===== config.mk =====
export PLATFORM = sky130hd
export DESIGN_NAME = ptc_top
export DESIGN_NICKNAME = d
export VERILOG_FILES = /design/src/rtl/ptc_pkg.sv /design/src/rtl/ptc_pend.sv /design/src/rtl/ptc_chan.sv /design/src/rtl/ptc_top.sv
export SDC_FILE = /design/constraint.sdc
export NUM_CORES = 1
export LEC_CHECK = 0
export BUFFER_PORTS_ARGS = -buffer_cell sky130_fd_sc_hd__buf_2
export CAP_MARGIN = 20
export CORE_MARGIN = 3
export CORE_UTILIZATION = 35
export CTS_CLUSTER_DIAMETER = 80
export DETAILED_ROUTE_END_ITERATION = 8
export GPL_TIMING_DRIVEN = 0
export SETUP_SLACK_MARGIN = 0.05
export SYNTH_ARGS = -nofsm -noshare
export SYNTH_HDL_FRONTEND = slang
export SYNTH_SLANG_ARGS = --single-unit

===== constraint.sdc =====
create_clock -name clk -period 8.3 [get_ports clk]
set_clock_uncertainty 0.2 [all_clocks]
set_input_delay 0.83 -clock clk [delete_from_list [all_inputs] [get_ports clk]]
set_output_delay 0.83 -clock clk [all_outputs]
set_load 0.01 [all_outputs]

===== src/rtl/ptc_pkg.sv =====
package ptc_pkg;
  localparam int CNT_W        = 32;
  localparam int TRIM_W       = 16;
  localparam int N_MATCH      = 3;
  localparam int N_SLOT       = 6;
  localparam int SETTLE_TICKS = 2;
  localparam int STAT_BASE    = 8;
  localparam int STAT_STRIDE  = 8;

  // slot numbers double as status bit offsets
  localparam logic [2:0] SLOT_COUNT = 3'd0;
  localparam logic [2:0] SLOT_TRIM  = 3'd1;
  localparam logic [2:0] SLOT_M0    = 3'd2;
  localparam logic [2:0] SLOT_EN    = 3'd5;

  function automatic logic prescale_wrap(input logic byp,
                                         input logic [TRIM_W-1:0] phase,
                                         input logic [TRIM_W-1:0] trim);
    return byp || (phase == trim);
  endfunction

  function automatic logic [CNT_W-1:0] count_step(input logic [CNT_W-1:0] c);
    return c + 1'b1;
  endfunction

  // address offset inside a counter window -> register slot (7 = none)
  function automatic logic [2:0] offset_slot(input logic [2:0] off);
    case (off)
      3'd0:    return SLOT_TRIM;
      3'd1:    return SLOT_COUNT;
      3'd2,
      3'd3,
      3'd4:    return off;
      default: return 3'd7;
    endcase
  endfunction

  function automatic int stat_bit(input int ch, input int slot);
    return STAT_BASE + STAT_STRIDE * ch + slot;
  endfunction
endpackage


===== src/rtl/ptc_pend.sv =====
module ptc_pend #(
  parameter int SETTLE = 2
) (
  input  logic clk,
  input  logic rst_n,
  input  logic ref_tick,
  input  logic wr_hit,
  output logic pending,
  output logic apply
);
  localparam int LW = $clog2(SETTLE + 1);

  logic [LW-1:0] left;

  always_ff @(posedge clk or negedge rst_n) begin
    if (!rst_n)                        left <= '0;
    else if (wr_hit)                   left <= LW'(SETTLE);
    else if (ref_tick && left != '0)   left <= left - 1'b1;
  end

  assign pending = (left != '0);
  assign apply   = ref_tick && !wr_hit && (left == LW'(1));
endmodule


===== src/rtl/ptc_chan.sv =====
module ptc_chan
  import ptc_pkg::*;
(
  input  logic                     clk,
  input  logic                     rst_n,
  input  logic                     ref_tick,
  input  logic [N_SLOT-1:0]        wr_hit,
  input  logic [CNT_W-1:0]         wr_data,
  input  logic                     en_in,
  input  logic                     byp_in,
  output logic [CNT_W-1:0]         count,
  output logic [CNT_W-1:0]         sh_count,
  output logic [TRIM_W-1:0]        sh_trim,
  output logic [N_MATCH*CNT_W-1:0] sh_match,
  output logic                     sh_en,
  output logic                     sh_byp,
  output logic [N_SLOT-1:0]        pend,
  output logic [N_SLOT-1:0]        apply,
  output logic                     inc,
  output logic [N_MATCH-1:0]       irq
);
  logic [TRIM_W-1:0]        act_trim;
  logic [N_MATCH*CNT_W-1:0] act_match;
  logic                     act_en, act_byp;
  logic [TRIM_W-1:0]        phase;
  logic                     wrap;
  logic [CNT_W-1:0]         cnt_nx;

  for (genvar s = 0; s < N_SLOT; s++) begin : g_pend
    ptc_pend #(.SETTLE(SETTLE_TICKS)) u_pend (
      .clk(clk), .rst_n(rst_n), .ref_tick(ref_tick),
      .wr_hit(wr_hit[s]), .pending(pend[s]), .apply(apply[s])
    );
  end

  // holding registers, written straight from the bus
  always_ff @(posedge clk or negedge rst_n) begin
    if (!rst_n) begin
      sh_count <= '0; sh_trim <= '0; sh_match <= '0; sh_en <= 1'b0; sh_byp <= 1'b0;
    end else begin
      if (wr_hit[SLOT_COUNT]) sh_count <= wr_data;
      if (wr_hit[SLOT_TRIM])  sh_trim  <= wr_data[TRIM_W-1:0];
      for (int m = 0; m < N_MATCH; m++)
        if (wr_hit[int'(SLOT_M0) + m]) sh_match[m*CNT_W +: CNT_W] <= wr_data;
      if (wr_hit[SLOT_EN]) begin
        sh_en  <= en_in;
        sh_byp <= byp_in;
      end
    end
  end

  // values in use by the counting logic
  always_ff @(posedge clk or negedge rst_n) begin
    if (!rst_n) begin
      act_trim <= '0; act_match <= '0; act_en <= 1'b0; act_byp <= 1'b0;
    end else begin
      if (apply[SLOT_TRIM]) act_trim <= sh_trim;
      for (int m = 0; m < N_MATCH; m++)
        if (apply[int'(SLOT_M0) + m]) act_match[m*CNT_W +: CNT_W] <= sh_match[m*CNT_W +: CNT_W];
      if (apply[SLOT_EN]) begin
        act_en  <= sh_en;
        act_byp <= sh_byp;
      end
    end
  end

  assign wrap   = prescale_wrap(act_byp, phase, act_trim);
  assign inc    = ref_tick && act_en && wrap;
  assign cnt_nx = count_step(count);

  always_ff @(posedge clk or negedge rst_n) begin
    if (!rst_n) begin
      count <= '0;
      phase <= '0;
      irq   <= '0;
    end else begin
      if (apply[SLOT_COUNT]) count <= sh_count;
      else if (inc)          count <= cnt_nx;

      if (apply[SLOT_TRIM])          phase <= '0;
      else if (ref_tick && act_en)   phase <= wrap ? '0 : phase + 1'b1;

      for (int m = 0; m < N_MATCH; m++)
        irq[m] <= inc && !apply[SLOT_COUNT] && (cnt_nx == act_match[m*CNT_W +: CNT_W]);
    end
  end
endmodule


===== src/rtl/ptc_top.sv =====
module ptc_top
  import ptc_pkg::*;
#(
  parameter int N_CH   = 2,
  parameter int ADDR_W = 4
) (
  input  logic                    clk,
  input  logic                    rst_n,
  input  logic                    ref_tick,
  input  logic                    wr_en,
  input  logic [ADDR_W-1:0]       wr_addr,
  input  logic [CNT_W-1:0]        wr_data,
  input  logic [ADDR_W-1:0]       rd_addr,
  output logic [CNT_W-1:0]        rd_data,
  output logic [N_CH*N_MATCH-1:0] match_irq
);
  localparam int CH_W = ADDR_W - 3;
  localparam logic [ADDR_W-1:0] CTRL_ADDR = '1;

  logic [N_CH*CNT_W-1:0]  count_w;
  logic [N_CH-1:0]        inc_w;
  logic [N_CH*N_SLOT-1:0] pend_w;
  logic [N_CH-1:0]        capply_w;

  logic [CNT_W-1:0]         sh_count_a [N_CH];
  logic [TRIM_W-1:0]        sh_trim_a  [N_CH];
  logic [N_MATCH*CNT_W-1:0] sh_match_a [N_CH];
  logic [N_CH-1:0]          sh_en_a, sh_byp_a;

  logic [2:0]      wr_off, rd_off, wr_slot;
  logic [CH_W-1:0] wr_ch, rd_ch;
  logic            wr_ctrl;

  assign wr_off  = wr_addr[2:0];
  assign wr_ch   = wr_addr[ADDR_W-1:3];
  assign rd_off  = rd_addr[2:0];
  assign rd_ch   = rd_addr[ADDR_W-1:3];
  assign wr_slot = offset_slot(wr_off);
  assign wr_ctrl = wr_en && (wr_addr == CTRL_ADDR);

  for (genvar c = 0; c < N_CH; c++) begin : g_ch
    logic [N_SLOT-1:0] hit;
    logic [N_SLOT-1:0] app;

    always_comb begin
      for (int s = 0; s < N_SLOT; s++)
        hit[s] = wr_en && (wr_ch == CH_W'(c)) && (wr_slot == 3'(s));
      if (wr_ctrl) hit[SLOT_EN] = 1'b1;
    end

    ptc_chan u_chan (
      .clk(clk), .rst_n(rst_n), .ref_tick(ref_tick),
      .wr_hit(hit), .wr_data(wr_data),
      .en_in(wr_data[2*c]), .byp_in(wr_data[2*c+1]),
      .count(count_w[c*CNT_W +: CNT_W]),
      .sh_count(sh_count_a[c]), .sh_trim(sh_trim_a[c]), .sh_match(sh_match_a[c]),
      .sh_en(sh_en_a[c]), .sh_byp(sh_byp_a[c]),
      .pend(pend_w[c*N_SLOT +: N_SLOT]), .apply(app),
      .inc(inc_w[c]), .irq(match_irq[c*N_MATCH +: N_MATCH])
    );
    assign capply_w[c] = app[SLOT_COUNT];
  end

  always_comb begin
    rd_data = '0;
    if (rd_addr == CTRL_ADDR) begin
      for (int c = 0; c < N_CH; c++) begin
        rd_data[2*c]   = sh_en_a[c];
        rd_data[2*c+1] = sh_byp_a[c];
        for (int s = 0; s < N_SLOT; s++)
          rd_data[stat_bit(c, s)] = pend_w[c*N_SLOT + s];
      end
    end else begin
      for (int c = 0; c < N_CH; c++) begin
        if (rd_ch == CH_W'(c)) begin
          case (rd_off)
            3'd0:          rd_data = CNT_W'(sh_trim_a[c]);
            3'd1:          rd_data = sh_count_a[c];
            3'd2, 3'd3,
            3'd4:          rd_data = sh_match_a[c][(int'(rd_off) - 2)*CNT_W +: CNT_W];
            3'd5:          rd_data = count_w[c*CNT_W +: CNT_W];
            default:       rd_data = '0;
          endcase
        end
      end
    end
  end
endmodule


==> results of run 1 <==
-- cell families (layout without fill, tap and decap cells) --
logic type	Yosys count	count (layout)	share of synthesized area
AO/OA/AOI/OAI	505	505	0.09860
flip-flops	646	646	0.4661
AND/OR/NAND/NOR	820	820	0.1191
multiplexers	573	573	0.1900
adder cells (fa/ha/maj)	29	29	0.01046
buffers and inverters	289	494	0.03380
other	0	5	0
XOR/XNOR	323	323	0.08197
-- synthesized netlist by cell type, types with 37 or more instances --
cell        n
dfrtp_1   646
mux2_2    523
nand2_1   285
xnor2_1   193
clkbuf_1  184
o21ai_0   161
xor2_1    129
nor2_1    121
nand3_1    91
a21oi_1    67
nor3_1     56
and3_1     45
inv_1      45
o211ai_1   40
nor4_1     39
nand4_1    37
-- power breakdown --
| group | leakage [nW] | internal [mW] | switching (mW) |
|---|---|---|---|
| logic | 7.03 | 2.22 | 2.84 |
| clock network | 1.20 | 1.97 | 1.40 |
| registers | 8.07 | 4.23 | 1.15 |
-- path summary, 6_finish.rpt --
path,end,slack [ns],depth (start not counted)
worst max-delay path,rd_data[10],2.61,9
worst min-delay path,g_ch[1].u_chan.sh_count[0],0.27,2
worst max register to register,g_ch[0].u_chan.irq[2],3.61,9
worst min register to register,g_ch[1].u_chan.g_pend[3].u_pend.left[1],0.29,1
max in group asynchronous,g_ch[0].u_chan.act_match[60],5.36,6
min in group asynchronous,g_ch[1].u_chan.phase[8],0.39,2
-- area by class of cell --
class | count | area (um2)
antenna | 5 | 12.51
buffer | 243 | 999.7
clock buffer | 102 | 2151
clock inverter | 26 | 309.0
fill | 9407 | 58080
inverter | 46 | 172.7
multi-input combinational | 2250 | 17370
sequential | 646 | 16170
tap | 1276 | 1597
timing repair buffer | 77 | 571.8
-- registers in the layout (all words and copies together) (netlist names) --
register	count
g_ch.u_chan.sh_en	2
g_ch.u_chan.sh_byp	2
g_ch.u_chan.act_en	2
g_ch.u_chan.irq	6
g_ch.u_chan.act_byp	2
g_ch.u_chan.g_pend.u_pend.left	24
g_ch.u_chan.act_trim	32
g_ch.u_chan.act_match	192
g_ch.u_chan.sh_match	192
g_ch.u_chan.phase	32
g_ch.u_chan.count	64
g_ch.u_chan.sh_trim	32
g_ch.u_chan.sh_count	64
-- placed cells by master (no fill, tap or decap), types with 11 or more instances in the layout --
| cell | synthesis | layout |
|---|---|---|
| a22oi_1 | 33 | 33 |
| nor3b_1 | 14 | 14 |
| xnor2_1 | 193 | 193 |
| o2111ai_1 | 13 | 13 |
| ha_1 | 29 | 29 |
| mux4_2 | 16 | 16 |
| nor2b_1 | 12 | 12 |
| o211ai_1 | 40 | 40 |
| nor2_1 | 121 | 121 |
| o311ai_0 | 11 | 11 |
| buf_1 | 14 | 14 |
| nand2_1 | 285 | 285 |
| o22ai_1 | 18 | 18 |
| clkbuf_1 | 184 | 196 |
| xor2_1 | 129 | 129 |
| nand3b_1 | 16 | 16 |
| inv_1 | 45 | 45 |
| nor4_1 | 39 | 37 |
| or4_1 | 11 | 11 |
| nor3_1 | 56 | 54 |
| a211oi_1 | 11 | 11 |
| buf_4 | 9 | 12 |
| nand4_1 | 37 | 37 |
| clkbuf_2 | 12 | 13 |
| o221ai_1 | 11 | 11 |
| mux2i_1 | 34 | 34 |
| o21ai_0 | 161 | 161 |
| and4_1 | 13 | 13 |
| nand2b_1 | 36 | 36 |
| clkbuf_16 | 0 | 77 |
| buf_2 | 22 | 85 |
| dfrtp_1 | 646 | 646 |
| and3_1 | 45 | 45 |
| a221oi_1 | 34 | 34 |
| a21oi_1 | 67 | 67 |
| clkbuf_8 | 0 | 13 |
| nand3_1 | 91 | 91 |
| a221o_1 | 32 | 32 |
| mux2_2 | 523 | 523 |
-- critical path, delay by kind of cell --
family / cells / cell delay, ns
compound gates: 3 / 0.90
mux: 1 / 0.27
buf+inv: 5 / 2.64
-- per-layer routing --
| metal | wire (um) | GRT usage | up-vias |
|---|---|---|---|
| met5 | 13 | 0 | - |
| met4 | 5429 | 0.09503 | 2 |
| met3 | 9633 | 0.04832 | 242 |
| met2 | 58720 | 0.3912 | 1064 |
| met1 | 55350 | 0.3381 | 13640 |
| li1 | - | - | 11860 |
==> metrics.csv, run 1 <==
metric,value,unit
run status,"complete, no violations",
postcts setup bufs,0,
vias per inst,5.738,
synth top area cells,"dfrtp_1, mux2_2, xnor2_1",
Final Cycle Share,0.6859,
Area Overhead vs Synth,13.45,%
largest net degree at the start of global routing,115,
Syn. warnings,0,
Synth Flop Type,dfrtp_1,
first-pass GRT wire length,187900,um
"Core Util, Final",0.4039,
Synth cell types,79,
GP Congestion,0.9951,
Setup Crit Path Kind,input pin to primary output,
"Data arrival, critical path",4.66,ns
Cells after DPL,4536,
Yosys reg bits,646,
CP Capture Type,primary output,
TritonCTS buffer count,73,
DP Area,36860,um2
Worst Setup SP,rd_addr[0],
DRC,0,
Mapped Area,34680,um2
max cap viols,0,
GRT Util Overall,0.2480,
root buffer cell,clkbuf_16,
starting density of the core,0.3560,
Slew Limit Fails,0,
max_slew headroom,0.2014,
crit-path max FO,10,
post_cts resized,0,
Hold Crit Start,wr_data[0],
total power,13.81,mW
die span in y,320.8,um
DRT Pass-1 Iters,5,
Worst-path clk slew,0.06,ns
Period minus WS final,5.693,ns
Worst Hold Slack,0.2736,ns
"critical path, cell by cell",clkbuf_1 > buf_1 > clkbuf_1 > buf_2 > mux2i_1 > o211ai_1 > o211ai_1 > o221ai_1 > buf_2,
WL/cell,27.65,um
Post-DP HPWL,99800,um
syn avg cell area,10.89,um2
synthesized instance count,3185,
Final Instance Area,39350,um2
I/O pin total,82,
Final setup viols,0,
CTS tree,built,
actual slew at the worst max-slew pin,1.189,ns
layout cells sized above 1,0.2366,
Startpoint Class,input pin,
hold violation count in the final report,0,
number of port buffers,64,
Leak,16.29,nW
Yosys top cell area share,0.4661,
clk sinks,646,
final WL,129100,um
"IR drop worst, VDD",162.8,uV
core footprint,97420,um2
cell taking the most area after synthesis,dfrtp_1,
reg2reg start,g_ch[0].u_chan.count[1],
initial antenna violation count,4,
hold_buf cts,1,
# rows,114,
ys async rst share,1.000,
Via Count,26800,
Die ar.,102900,um2
Longest Clk Path Bufs,3,
vias in the first global route,26410,
Non-Filler Instances,4671,
"Seq/Total Area, Yosys",0.4661,
Routed Antenna Nets,0,
"Remaining Overflow, GRT",0,
P per Cell Area,350.9,nW/um2
maximum clock rate,175.7,MHz
die width,320.8,um
RSZ-0062 raised after global routing,no,
"Slowest-stage cell, CP",clkbuf_1,
Post-synth EDFFs,0,
CP required,7.27,ns
setup TNS,0,ns
initial drt markers,2995,
dpl ws,2.572,ns
H-tree Lvls,3,
"Net Count, Synth",3258,
Final Net Count,3410,
hold crit path type,input pin to flop,
final worst slack,2.607,ns
CP peak stage delay,0.72,ns
insertion delay to the later sink of the worst-skew pair,0.63,ns
No activity file was read; power rests on OpenSTA's default activity.
==> inputs of run 2 (changes only) <==
==> constraint.sdc (replaced) <==
create_clock -name clk -period 4.65 [get_ports clk]
set_clock_uncertainty 0.2 [all_clocks]
set_input_delay 0.465 -clock clk [delete_from_list [all_inputs] [get_ports clk]]
set_output_delay 0.465 -clock clk [all_outputs]
set_load 0.01 [all_outputs]
==> metrics.csv, run 2 (same netlist as run 1, synthesis figures left out) <==
metric,value,unit
Final Cycle Share,0.9691,
RSZ-0062 raised after global routing,no,
"leading cell type in the layout, fill and taps excluded",dfrtp_1,
DRT Pass-1 Iters,5,
"commonest non-fill, non-tap cells in the layout","dfrtp_1, mux2_2, nand2_1",
Worst Hold Slack,0.02764,ns
dpl ws,-0.3476,ns
Via Count,26950,
final WL,129400,um
initial antenna violation count,2,
vias per inst,5.748,
Period minus WS final,4.506,ns
Leak,16.41,nW
Final setup viols,0,
WL/cell,27.60,um
hold violation count in the final report,0,
internal power,15.04,mW
insertion delay to the later sink of the worst-skew pair,0.63,ns
I/O pin total,82,
Post-DP HPWL,99800,um
vias in the first global route,26520,
"Data arrival, critical path",4.77,ns
"IR drop worst, VDD",290.8,uV
number of port buffers,64,
DRC,0,
CP Capture Type,flop,
GP Congestion,0.9951,
Clk network pwr share,0.244,
Flop pwr share,0.389,
"Remaining Overflow, GRT",0,
max_slew headroom,0.2004,
Worst-path clk slew,0.06,ns
maximum clock rate,221.9,MHz
layout cells sized above 1,0.2389,
first-pass GRT wire length,188200,um
Longest Clk Path Bufs,3,
CTS tree,built,
max cap viols,0,
root buffer cell,clkbuf_16,
Final Net Count,3431,
# rows,114,
P per Cell Area,623.4,nW/um2
logic gate share of total power,0.367,
Non-Filler Instances,4689,
setup TNS,0,ns
Startpoint Class,flop,
Cells after DPL,4536,
run status,"complete, no violations",
Largest regs,"g_ch.u_chan.act_match: 192 flops, g_ch.u_chan.sh_match: 192 flops",
FILL cells,9389,
Area Overhead vs Synth,14.14,%
sequential cell area,16170,um2
hold crit path type,input pin to asynchronous set/reset pin,
die width,320.8,um
crit-path max FO,7,
clk sinks,646,
Slew Limit Fails,0,
final worst slack,0.1438,ns
postcts setup bufs,0,
Setup Crit Path Kind,flop to flop,
TritonCTS buffer count,73,
area of the multi-input gates,17390,um2
initial drt markers,2964,
CP required,4.92,ns
NetSw,9.638,mW
actual slew at the worst max-slew pin,1.190,ns
total power,24.68,mW
largest net degree at the start of global routing,115,
starting density of the core,0.3560,
core footprint,97420,um2
die span in y,320.8,um
H-tree Lvls,3,
Net Sw Frac,0.3905,
GRT Util Overall,0.2482,
Routed Antenna Nets,0,
Die ar.,102900,um2
[run 2: changes by cell type in the layout (fill, tap and decap cells not counted), sizes merged]
cell and change:
buf -2, diode -3, clkbuf +1, clkdlybuf4s15 +1
dlygate4sd3 +21
[run 2: metal layers]
layer	global-route usage	part of all wire
met5	0	0.00010
met4	0.09473	0.041
met3	0.04839	0.070
met2	0.3916	0.45
met1	0.3385	0.43
[run 2: final timing paths]
path,from,to,slack [ns],depth (start not counted)
worst max-delay path,g_ch[0].u_chan.count[1],g_ch[0].u_chan.irq[2],0.14,9
worst min-delay path,rst_n,g_ch[1].u_chan.phase[3],0.03,2
worst max register to register,g_ch[0].u_chan.count[1],g_ch[0].u_chan.irq[2],0.14,9
worst min register to register,g_ch[1].u_chan.g_pend[3].u_pend.left[1],g_ch[1].u_chan.g_pend[3].u_pend.left[1],0.28,1
max in group asynchronous,rst_n,g_ch[1].u_chan.sh_match[89],2.08,6
min in group clk,wr_addr[1],g_ch[0].u_chan.g_pend[1].u_pend.left[0],0.08,3
[run 2: repair_timing]
item,in CTS,in global routing
hold buffers,22,0
setup endpoints to repair,22,20
hold endpoints to repair,258,0
gates cloned,0,0
gates resized for setup,7,13
[run 2: power groups by stage]
stage               Sequential, mW  Combinational (mW)  Clock (mW)
finish                        9.59                9.06        6.03
global route                  9.78                9.72        6.32
CTS                           9.51                8.97        6.10
detailed placement            9.60                8.90           0
global placement              9.57                8.78           0
floorplan                     8.67                6.31           0
[run 2: critical path, stage by stage, from the launching register on]
cell	delay [ns]
dfrtp_1	0.50
ha_1	0.40
nand4_1	0.27
nor3_1	0.50
nand4_1	0.43
and3b_1	0.35
or4_1	0.54
nor4_1	0.38
nand4_1	0.24
nor4_1	0.53
[run 2: area by class of cell]
class                           instances  area share
Antenna cell                            2   0.0001264
Clock inverter                         26    0.007807
Clock buffer                          102     0.05433
Tap cell                             1276     0.04033
Inverter                               46    0.004362
Sequential cell                       646      0.4084
Timing Repair Buffer                   98     0.01975
Buffer                                243     0.02573
Multi-Input combinational cell       2250      0.4392
[run 2: through the flow]
| step | utilization | instance area [um2] |
|---|---|---|
| floorplan | - | 34680 |
| global placement | 0.3757 | 36600 |
| detailed placement | 0.3783 | 36860 |
| CTS | 0.4060 | 39550 |
| global route | 0.4063 | 39580 |
| finish | 0.4063 | 39590 |
